File: config.mk
export PLATFORM = sky130hd
export DESIGN_NAME = reset_jump_seq
export DESIGN_NICKNAME = d
export VERILOG_FILES = /design/src/rtl/autojmp_pkg.sv /design/src/rtl/autojmp_ctrl.sv /design/src/rtl/autojmp_datapath.sv /design/src/rtl/reset_jump_seq.sv
export SDC_FILE = /design/constraint.sdc
export NUM_CORES = 1
export LEC_CHECK = 0
export BUFFER_PORTS_ARGS = -buffer_cell sky130_fd_sc_hd__buf_4
export CELL_PAD_IN_SITES_DETAIL_PLACEMENT = 0
export CELL_PAD_IN_SITES_GLOBAL_PLACEMENT = 2
export CORE_ASPECT_RATIO = 0.6
export CORE_MARGIN = 1
export CORE_UTILIZATION = 13
export DETAILED_ROUTE_END_ITERATION = 8
export PLACE_DENSITY = 0.66
export SKIP_CTS_REPAIR_TIMING = 1
export SLEW_MARGIN = 10
export SYNTH_ARGS = -nofsm -noshare
export SYNTH_HDL_FRONTEND = slang
export SYNTH_HIERARCHICAL = 1
export SYNTH_SLANG_ARGS = --single-unit
File: constraint.sdc
create_clock -name clk -period 1.1 [get_ports clk]
set_input_delay 0.055 -clock clk [delete_from_list [all_inputs] [get_ports clk]]
set_output_delay 0.055 -clock clk [all_outputs]
set_load 0.005 [all_outputs]
File: src/rtl/autojmp_pkg.sv
package autojmp_pkg;

  typedef enum logic [1:0] {
    ST_OPC  = 2'd0,
    ST_LO   = 2'd1,
    ST_HI   = 2'd2,
    ST_DONE = 2'd3
  } ajState_e;

  // strobes from control to datapath, at most one set at a time
  typedef struct packed {
    logic opSel;
    logic loSel;
    logic hiSel;
    logic done;
  } ajStrobes_t;

endpackage

File: src/rtl/autojmp_ctrl.sv
module autojmp_ctrl
  import autojmp_pkg::*;
(
  input  logic       clk,
  input  logic       restart,
  input  logic       rdStrobe,
  output ajStrobes_t strb
);

  ajState_e stateQ, stateD;
  logic     rdPrevQ;
  logic     rdTrail;

  assign rdTrail = rdPrevQ & ~rdStrobe;

  always_comb begin
    stateD = stateQ;
    if (rdTrail) begin
      unique case (stateQ)
        ST_OPC:  stateD = ST_LO;
        ST_LO:   stateD = ST_HI;
        ST_HI:   stateD = ST_DONE;
        default: stateD = ST_DONE;
      endcase
    end
  end

  always_ff @(posedge clk) begin
    if (restart) begin
      stateQ  <= ST_OPC;
      rdPrevQ <= 1'b0;
    end else begin
      stateQ  <= stateD;
      rdPrevQ <= rdStrobe;
    end
  end

  always_comb begin
    strb = '0;
    unique case (stateQ)
      ST_OPC:  strb.opSel = 1'b1;
      ST_LO:   strb.loSel = 1'b1;
      ST_HI:   strb.hiSel = 1'b1;
      default: strb.done  = 1'b1;
    endcase
  end

endmodule

File: src/rtl/autojmp_datapath.sv
module autojmp_datapath
  import autojmp_pkg::*;
#(
  parameter int unsigned BYTE_W = 8,
  parameter int unsigned ADDR_W = 16,
  parameter logic [BYTE_W-1:0] JMP_OPC = 8'hC3
) (
  input  ajStrobes_t        strb,
  input  logic [ADDR_W-1:0] jumpAddr,
  output logic [BYTE_W-1:0] instrByte,
  output logic              jumpActive,
  output logic              jumpDone
);

  localparam int unsigned NBYTES = ADDR_W / BYTE_W;

  logic [BYTE_W-1:0] addrByte [NBYTES];

  for (genvar g = 0; g < NBYTES; g++) begin : g_slice
    assign addrByte[g] = jumpAddr[g*BYTE_W +: BYTE_W];
  end

  always_comb begin
    instrByte = '0;
    if (strb.opSel)      instrByte = JMP_OPC;
    else if (strb.loSel) instrByte = addrByte[0];
    else if (strb.hiSel) instrByte = addrByte[NBYTES-1];
  end

  assign jumpActive = strb.opSel | strb.loSel | strb.hiSel;
  assign jumpDone   = strb.done;

endmodule

File: src/rtl/reset_jump_seq.sv
module reset_jump_seq
  import autojmp_pkg::*;
#(
  parameter int unsigned BYTE_W = 8,
  parameter int unsigned ADDR_W = 16,
  parameter logic [BYTE_W-1:0] JMP_OPC = 8'hC3
) (
  input  logic              clk,
  input  logic              restart,
  input  logic              rdStrobe,
  input  logic [ADDR_W-1:0] jumpAddr,
  output logic [BYTE_W-1:0] instrByte,
  output logic              jumpActive,
  output logic              jumpDone
);

  ajStrobes_t strb;

  autojmp_ctrl u_ctrl (
    .clk      (clk),
    .restart  (restart),
    .rdStrobe (rdStrobe),
    .strb     (strb)
  );

  autojmp_datapath #(
    .BYTE_W  (BYTE_W),
    .ADDR_W  (ADDR_W),
    .JMP_OPC (JMP_OPC)
  ) u_dp (
    .strb       (strb),
    .jumpAddr   (jumpAddr),
    .instrByte  (instrByte),
    .jumpActive (jumpActive),
    .jumpDone   (jumpDone)
  );

endmodule

==> results.sh, run 1 <==
export IMPL_status="complete, but fails checks"
export IMPL_failed_checks="setup timing"
export IMPL_tns_ps=-1370
export IMPL_path_cells="inv_4, nor2_4, buf_6, or3_4, buf_6"
export IMPL_slew_headroom_pct=82.1
export IMPL_seqCellArea_sq_um=67.6
export IMPL_critPathCaptureType="output pin"
export IMPL_die_w_microns=64.3
export IMPL_port_buffers=28
export IMPL_cp_top_family="flip-flops"
export IMPL_startpoint="u_ctrl/stateQ[0]"
export IMPL_r2r_end="u_ctrl/stateQ[0]"
export IMPL_ys_ff_latch=3
export IMPL_initial_core_util_pct=13.9
export IMPL_first_pass_iters=2
export IMPL_critPathCapture="jumpActive"
export IMPL_placed_cells=106
export IMPL_wire_per_inst_microns=9.45
export IMPL_grt_start_max_net_pins=18
export IMPL_final_common_cell="buf_4"
export IMPL_die_area_sq_mm=0.00253
export IMPL_fin_cells=110
export IMPL_grt_pass1_wl_microns=1320
export IMPL_core_sq_mm=0.00218
export IMPL_cp_max_fo=8
export IMPL_drv_slew=0
export IMPL_crit_required_ps=1040
export IMPL_tritoncts="yes"
export IMPL_synth_cell_types=16
export IMPL_h_tree_depth=1
export IMPL_antenna_found_initial=0
export IMPL_rsz0062_at_grt="true"
export IMPL_dp_hpwl_microns=796
export IMPL_wl_met1_microns=506
export IMPL_criticalPathCategory="reg -> out"
export IMPL_cp_slowest_cell="dfxtp_4"
export IMPL_vdd_drop_max_mv=0.328
export IMPL_final_nets=100
export IMPL_clock_path_buffers=2
export IMPL_diodes=0
export IMPL_syn_nets=63
export IMPL_holdWs_ps=18.1
export IMPL_yosys_warnings=6
export IMPL_start_kind="flop"
export IMPL_r2r_start="u_ctrl/stateQ[1]"
export IMPL_leakage_nw=0.279
export IMPL_clock_sinks=3
export IMPL_cp_arrival_ps=1240
export IMPL_ios=29
export IMPL_layout_drive_gt1_share_pct=66.3
export IMPL_ys_seq_area_share_pct=19.8
export IMPL_cts_root_buf="clkbuf_8"
export IMPL_die_y_microns=39.4
export IMPL_post_route_min_period_ps=1300
export IMPL_path_depth=5
export IMPL_synthCells=44
export IMPL_fillers=246
export IMPL_multiInputGateArea_sq_um=245
export IMPL_syn_to_final_growth_pct=129
export IMPL_grt_pass1_vias=304
export IMPL_met3WireLength_microns=20
export IMPL_wl_microns=1040
export IMPL_drtIter0Drc=6
export IMPL_syn_mean_instance_area_sq_um=6.88
export IMPL_cts_made_buffers=3
export IMPL_slowest_delay_ps=360
export IMPL_post_route_period_util_pct=118
export IMPL_crit_path_frequent_cell="buf_6"
export IMPL_hold_violations=0
export IMPL_holdCritPathClass="in -> reg"
export IMPL_routed_top_layer="met4"
export IMPL_path_buf_inv=3
export IMPL_num_rows=13
export IMPL_ant_nets=0
export IMPL_power_density_mw_per_mm2=834
export IMPL_clkLatencyLatePin_ps=210
export IMPL_overflow=0
export IMPL_num_vias=415
export IMPL_clk_pin_slew_ps=30
export IMPL_grt_usage_pct=7.46
export IMPL_fin_skew_ps=0.324
export IMPL_final_cell_mix="buf_4 (32), nand2_1 (8), a21oi_1 (6)"
export IMPL_tightest_slew_ps=268
export IMPL_wl_met2_microns=506
export IMPL_reg2reg_setup_slack_ps=130
export IMPL_gp_congestion=0.700
export IMPL_setup_viol=9
export IMPL_fmax_ghz=0.771
export IMPL_cap_violations=0
export IMPL_syn_cell_area_sq_um=303
export IMPL_worstRegToRegCells=3
export IMPL_setup_slack_ps=-197
export IMPL_viasPerCell=3.77
export IMPL_remaining_drc_errors=0
through the flow:
step	cell area, sq um	utilization, %	setup slack [ps]	total power, W
floorplan	303	-	1.11	0.000164
global placement	579	26.6	-46.0	0.000256
detailed placement	579	26.6	-65.8	0.000253
CTS	624	28.6	-304	0.000575
global route	693	31.8	-234	0.000616
finish	693	31.8	-197	0.000578
cell usage after synthesis:
cell | instances | share of area [%]
dfxtp_1 | 3 | 20
or3_1 | 1 | 2.1
nand3b_1 | 5 | 12
buf_6 | 1 | 3.7
buf_2 | 1 | 1.7
buf_4 | 2 | 5.0
inv_1 | 1 | 1.2
a211oi_2 | 1 | 4.1
o21ai_0 | 4 | 6.6
nor4bb_4 | 1 | 8.3
nand2_1 | 8 | 9.9
nor2b_1 | 1 | 2.1
inv_2 | 1 | 1.2
a21oi_1 | 9 | 15
nand2b_1 | 1 | 2.1
nor2_1 | 4 | 5.0
routing by layer:
layer,vias up,GRT usage [%]
met5,-,0
met4,0,6.67
met3,2,2.62
met2,2,8.68
met1,189,10.2
li1,222,-
power by group:
part / switching [W] / internal, W
combinational: 0.0000531 / 0.0000941
sequential: 0.00000747 / 0.000111
clock: 0.0000656 / 0.000247
kinds of logic (layout without fill, tap and decap cells):
kind of cell    count (synthesis)  in the layout  synth area share, %
buf+inv                         6             42                 12.8
simple gates                   21             21                 41.7
compound gates                 14             14                 25.6
flops                           3              3                 19.8
worst register-to-register path, stage by stage (launching register included):
cell and delay [ps]:
dfxtp_4 360, buf_4 140, nor4bb_4 270, a211oi_2 70
area by class of cell:
class	instances	share of cell area, %
clock buffer	4	6.50
tap	30	5.42
multi-input combinational	35	35.4
sequential	3	9.75
timing repair buffer	36	41.2
inverter	2	1.81
sequential cells by signal, indices dropped and copies added (netlist names):
register	count
u_ctrl/stateQ	2
u_ctrl/rdPrevQ	1
how the worst min path moves through the flow:
stage,slack [ps],startpoint,to,cells after the start
floorplan,120,restart,u_ctrl/stateQ[0],1
CTS,20,restart,u_ctrl/stateQ[0],2
global placement,250,restart,u_ctrl/stateQ[0],2
finish,20,restart,u_ctrl/stateQ[0],2
global route,20,restart,u_ctrl/stateQ[0],2
detailed placement,240,restart,u_ctrl/stateQ[0],2
Note: power is estimated with default switching activity, not from simulation.
==> run 2: changes to the inputs <==
--- a/config.mk
+++ b/config.mk
@@ -6,13 +6,10 @@
 export NUM_CORES = 1
 export LEC_CHECK = 0
 export BUFFER_PORTS_ARGS = -buffer_cell sky130_fd_sc_hd__buf_4
-export CELL_PAD_IN_SITES_DETAIL_PLACEMENT = 0
-export CELL_PAD_IN_SITES_GLOBAL_PLACEMENT = 2
-export CORE_ASPECT_RATIO = 0.6
-export CORE_MARGIN = 1
-export CORE_UTILIZATION = 13
+export CORE_AREA = 2 2 39 41
 export DETAILED_ROUTE_END_ITERATION = 8
-export PLACE_DENSITY = 0.66
+export DIE_AREA = 0 0 41 43
+export PLACE_DENSITY = 0.54
 export SKIP_CTS_REPAIR_TIMING = 1
 export SLEW_MARGIN = 10
 export SYNTH_ARGS = -nofsm -noshare
==> run 2 against run 1 <==
Compared with the run above: the run still ends with setup timing left; cell count down 12%; setup slack got worse by 35 ps; worst hold slack better by 90 ps; sequential power about the same; non-clock buffer count increased by 1; clock power is 38% lower; sequential share of layout area grew 0.66 points; via count grew 5.1%; core utilization up 15 points; critical endpoint unchanged.
==> results.sh, run 2 (synthesized netlist as in run 1, its figures left out) <==
export IMPL_design_area_sq_um=649
export IMPL_wire_per_inst_microns=10.4
export IMPL_power_density_mw_per_mm2=705
export IMPL_setup_viol=9
export IMPL_worstRegToRegCells=3
export IMPL_overflow=0
export IMPL_path_cells="inv_4, nor2_4, buf_6, or3_4, buf_6"
export IMPL_holdWs_ps=108
export IMPL_cp_arrival_ps=1280
export IMPL_clkLatencyLatePin_ps=230
export IMPL_crit_required_ps=1040
export IMPL_crit_path_frequent_cell="buf_6"
export IMPL_slew_headroom_pct=74.1
export IMPL_drtIter0Drc=2
export IMPL_final_common_cell="buf_4"
export IMPL_regMostFlops="u_ctrl/stateQ"
export IMPL_drv_slew=0
export IMPL_start_kind="flop"
export IMPL_clock_path_buffers=2
export IMPL_diodes=0
export IMPL_total_power_w=0.000458
export IMPL_antenna_found_initial=0
export IMPL_hold_violations=0
export IMPL_worstHoldPathCells=2
export IMPL_dp_hpwl_microns=696
export IMPL_reg_top3="u_ctrl/stateQ x2, u_ctrl/rdPrevQ x1"
export IMPL_port_buffers=28
export IMPL_cp_max_fo=4
export IMPL_slowest_delay_ps=360
export IMPL_fillers=146
export IMPL_criticalPathCategory="reg -> out"
export IMPL_status="complete, but fails checks"
export IMPL_grt_util_met1_pct=9.62
export IMPL_tritoncts="yes"
export IMPL_fmax_ghz=0.751
export IMPL_gp_congestion=0.688
export IMPL_h_tree_depth=1
export IMPL_failed_checks="setup timing"
export IMPL_syn_to_final_growth_pct=114
export IMPL_layout_drive_gt1_share_pct=61.7
export IMPL_first_pass_iters=4
export IMPL_tightest_slew_ps=388
export IMPL_die_w_microns=41
export IMPL_leakage_nw=0.271
export IMPL_core_sq_mm=0.00138
export IMPL_cts_made_buffers=3
export IMPL_num_vias=436
export IMPL_grt_start_max_net_pins=18
export IMPL_setup_slack_ps=-232
export IMPL_ant_nets=0
export IMPL_cts_root_buf="clkbuf_4"
export IMPL_path_depth=5
export IMPL_placed_cells=91
export IMPL_viasPerCell=4.49
export IMPL_fin_cells=97
export IMPL_holdCritPathClass="in -> reg"
export IMPL_post_route_period_util_pct=121
export IMPL_clk_pin_slew_ps=40
export IMPL_initial_core_util_pct=21.9
export IMPL_gr_max_usage_layer="met2"
export IMPL_cp_slowest_cell="dfxtp_4"
export IMPL_path_buf_inv=3
export IMPL_grt_pass1_wl_microns=1190
export IMPL_dp_slack_ps=-35.7
export IMPL_use_met3_pct=3.66
export IMPL_vdd_drop_max_mv=0.415
export IMPL_wl_microns=1010
export IMPL_grt_usage_pct=10.2
export IMPL_rsz0062_at_grt="true"
export IMPL_die_area_sq_mm=0.00176
export IMPL_critPathCaptureType="output pin"
export IMPL_final_cell_mix="buf_4 (32), a21oi_1 (8), nand2_1 (8)"
export IMPL_grt_met2_usage_pct=16.6
export IMPL_clock_sinks=3
export IMPL_ios=29
export IMPL_post_route_min_period_ps=1330
export IMPL_placed_cell_area_sq_um=554
export IMPL_num_rows=14
export IMPL_cap_violations=0
export IMPL_remaining_drc_errors=0
export IMPL_cp_top_family="simple AND/OR/NAND/NOR gates"
export IMPL_die_y_microns=43
export IMPL_grt_pass1_vias=318
export IMPL_fin_skew_ps=1.64
export IMPL_largest_reg_flops=2
export IMPL_final_nets=101
[run 2: changes by cell type in the layout (fill, tap and decap cells not counted), sizes merged]
cell         previous run  this run
dlygate4sd3             0         1
[run 2: worst paths after layout]
| check | startpoint | endpoint | slack [ps] |
|---|---|---|---|
| setup / recovery | u_ctrl/stateQ[1] | jumpActive | -230 |
| hold / removal | rdStrobe | u_ctrl/rdPrevQ | 110 |
| setup reg to reg | u_ctrl/stateQ[1] | u_ctrl/stateQ[0] | 140 |
| hold reg to reg | u_ctrl/rdPrevQ | u_ctrl/stateQ[1] | 490 |
[run 2: cell type report]
| class | instances | area [sq um] | share of cell area (%) |
|---|---|---|---|
| Clock buffer | 4 | 26.3 | 4.05 |
| Inverter | 2 | 10.0 | 1.54 |
| Multi-Input combinational cell | 35 | 230 | 35.5 |
| Sequential cell | 3 | 67.6 | 10.4 |
| Tap cell | 16 | 20.0 | 3.08 |
| Timing Repair Buffer | 37 | 295 | 45.5 |
[run 2: through the flow]
stage / utilization, % / TNS [ps]
final: 46.9 / -1700
after global routing: 46.9 / -2360
after CTS: 42.0 / -2120
after detailed placement: 40.1 / -35.7
after global placement: 40.1 / -28.7
after floorplan: - / 0
[run 2: per-layer routing]
| metal | share of wire [%] | vias up | wire (microns) |
|---|---|---|---|
| met4 | 0 | 0 | 0 |
| met1 | 33 | 186 | 333 |
| met3 | 14 | 0 | 139 |
| li1 | - | 226 | - |
| met2 | 53 | 24 | 533 |
| met5 | 0 | - | 0 |
[run 2: power breakdown]
part / total (W) / switching (W) / internal [W] / leakage (nW)
clock: 0.000194 / 0.0000584 / 0.000136 / 0.0150
sequential: 0.000117 / 0.00000622 / 0.000111 / 0.0261
combinational: 0.000146 / 0.0000507 / 0.0000954 / 0.230
total: 0.000458 / 0.000115 / 0.000342 / 0.271
[run 2: worst register-to-register path, stage by stage, from the launching register on]
cell and delay, ps:
dfxtp_4 360, buf_4 140, nor4bb_4 270, a211oi_2 70
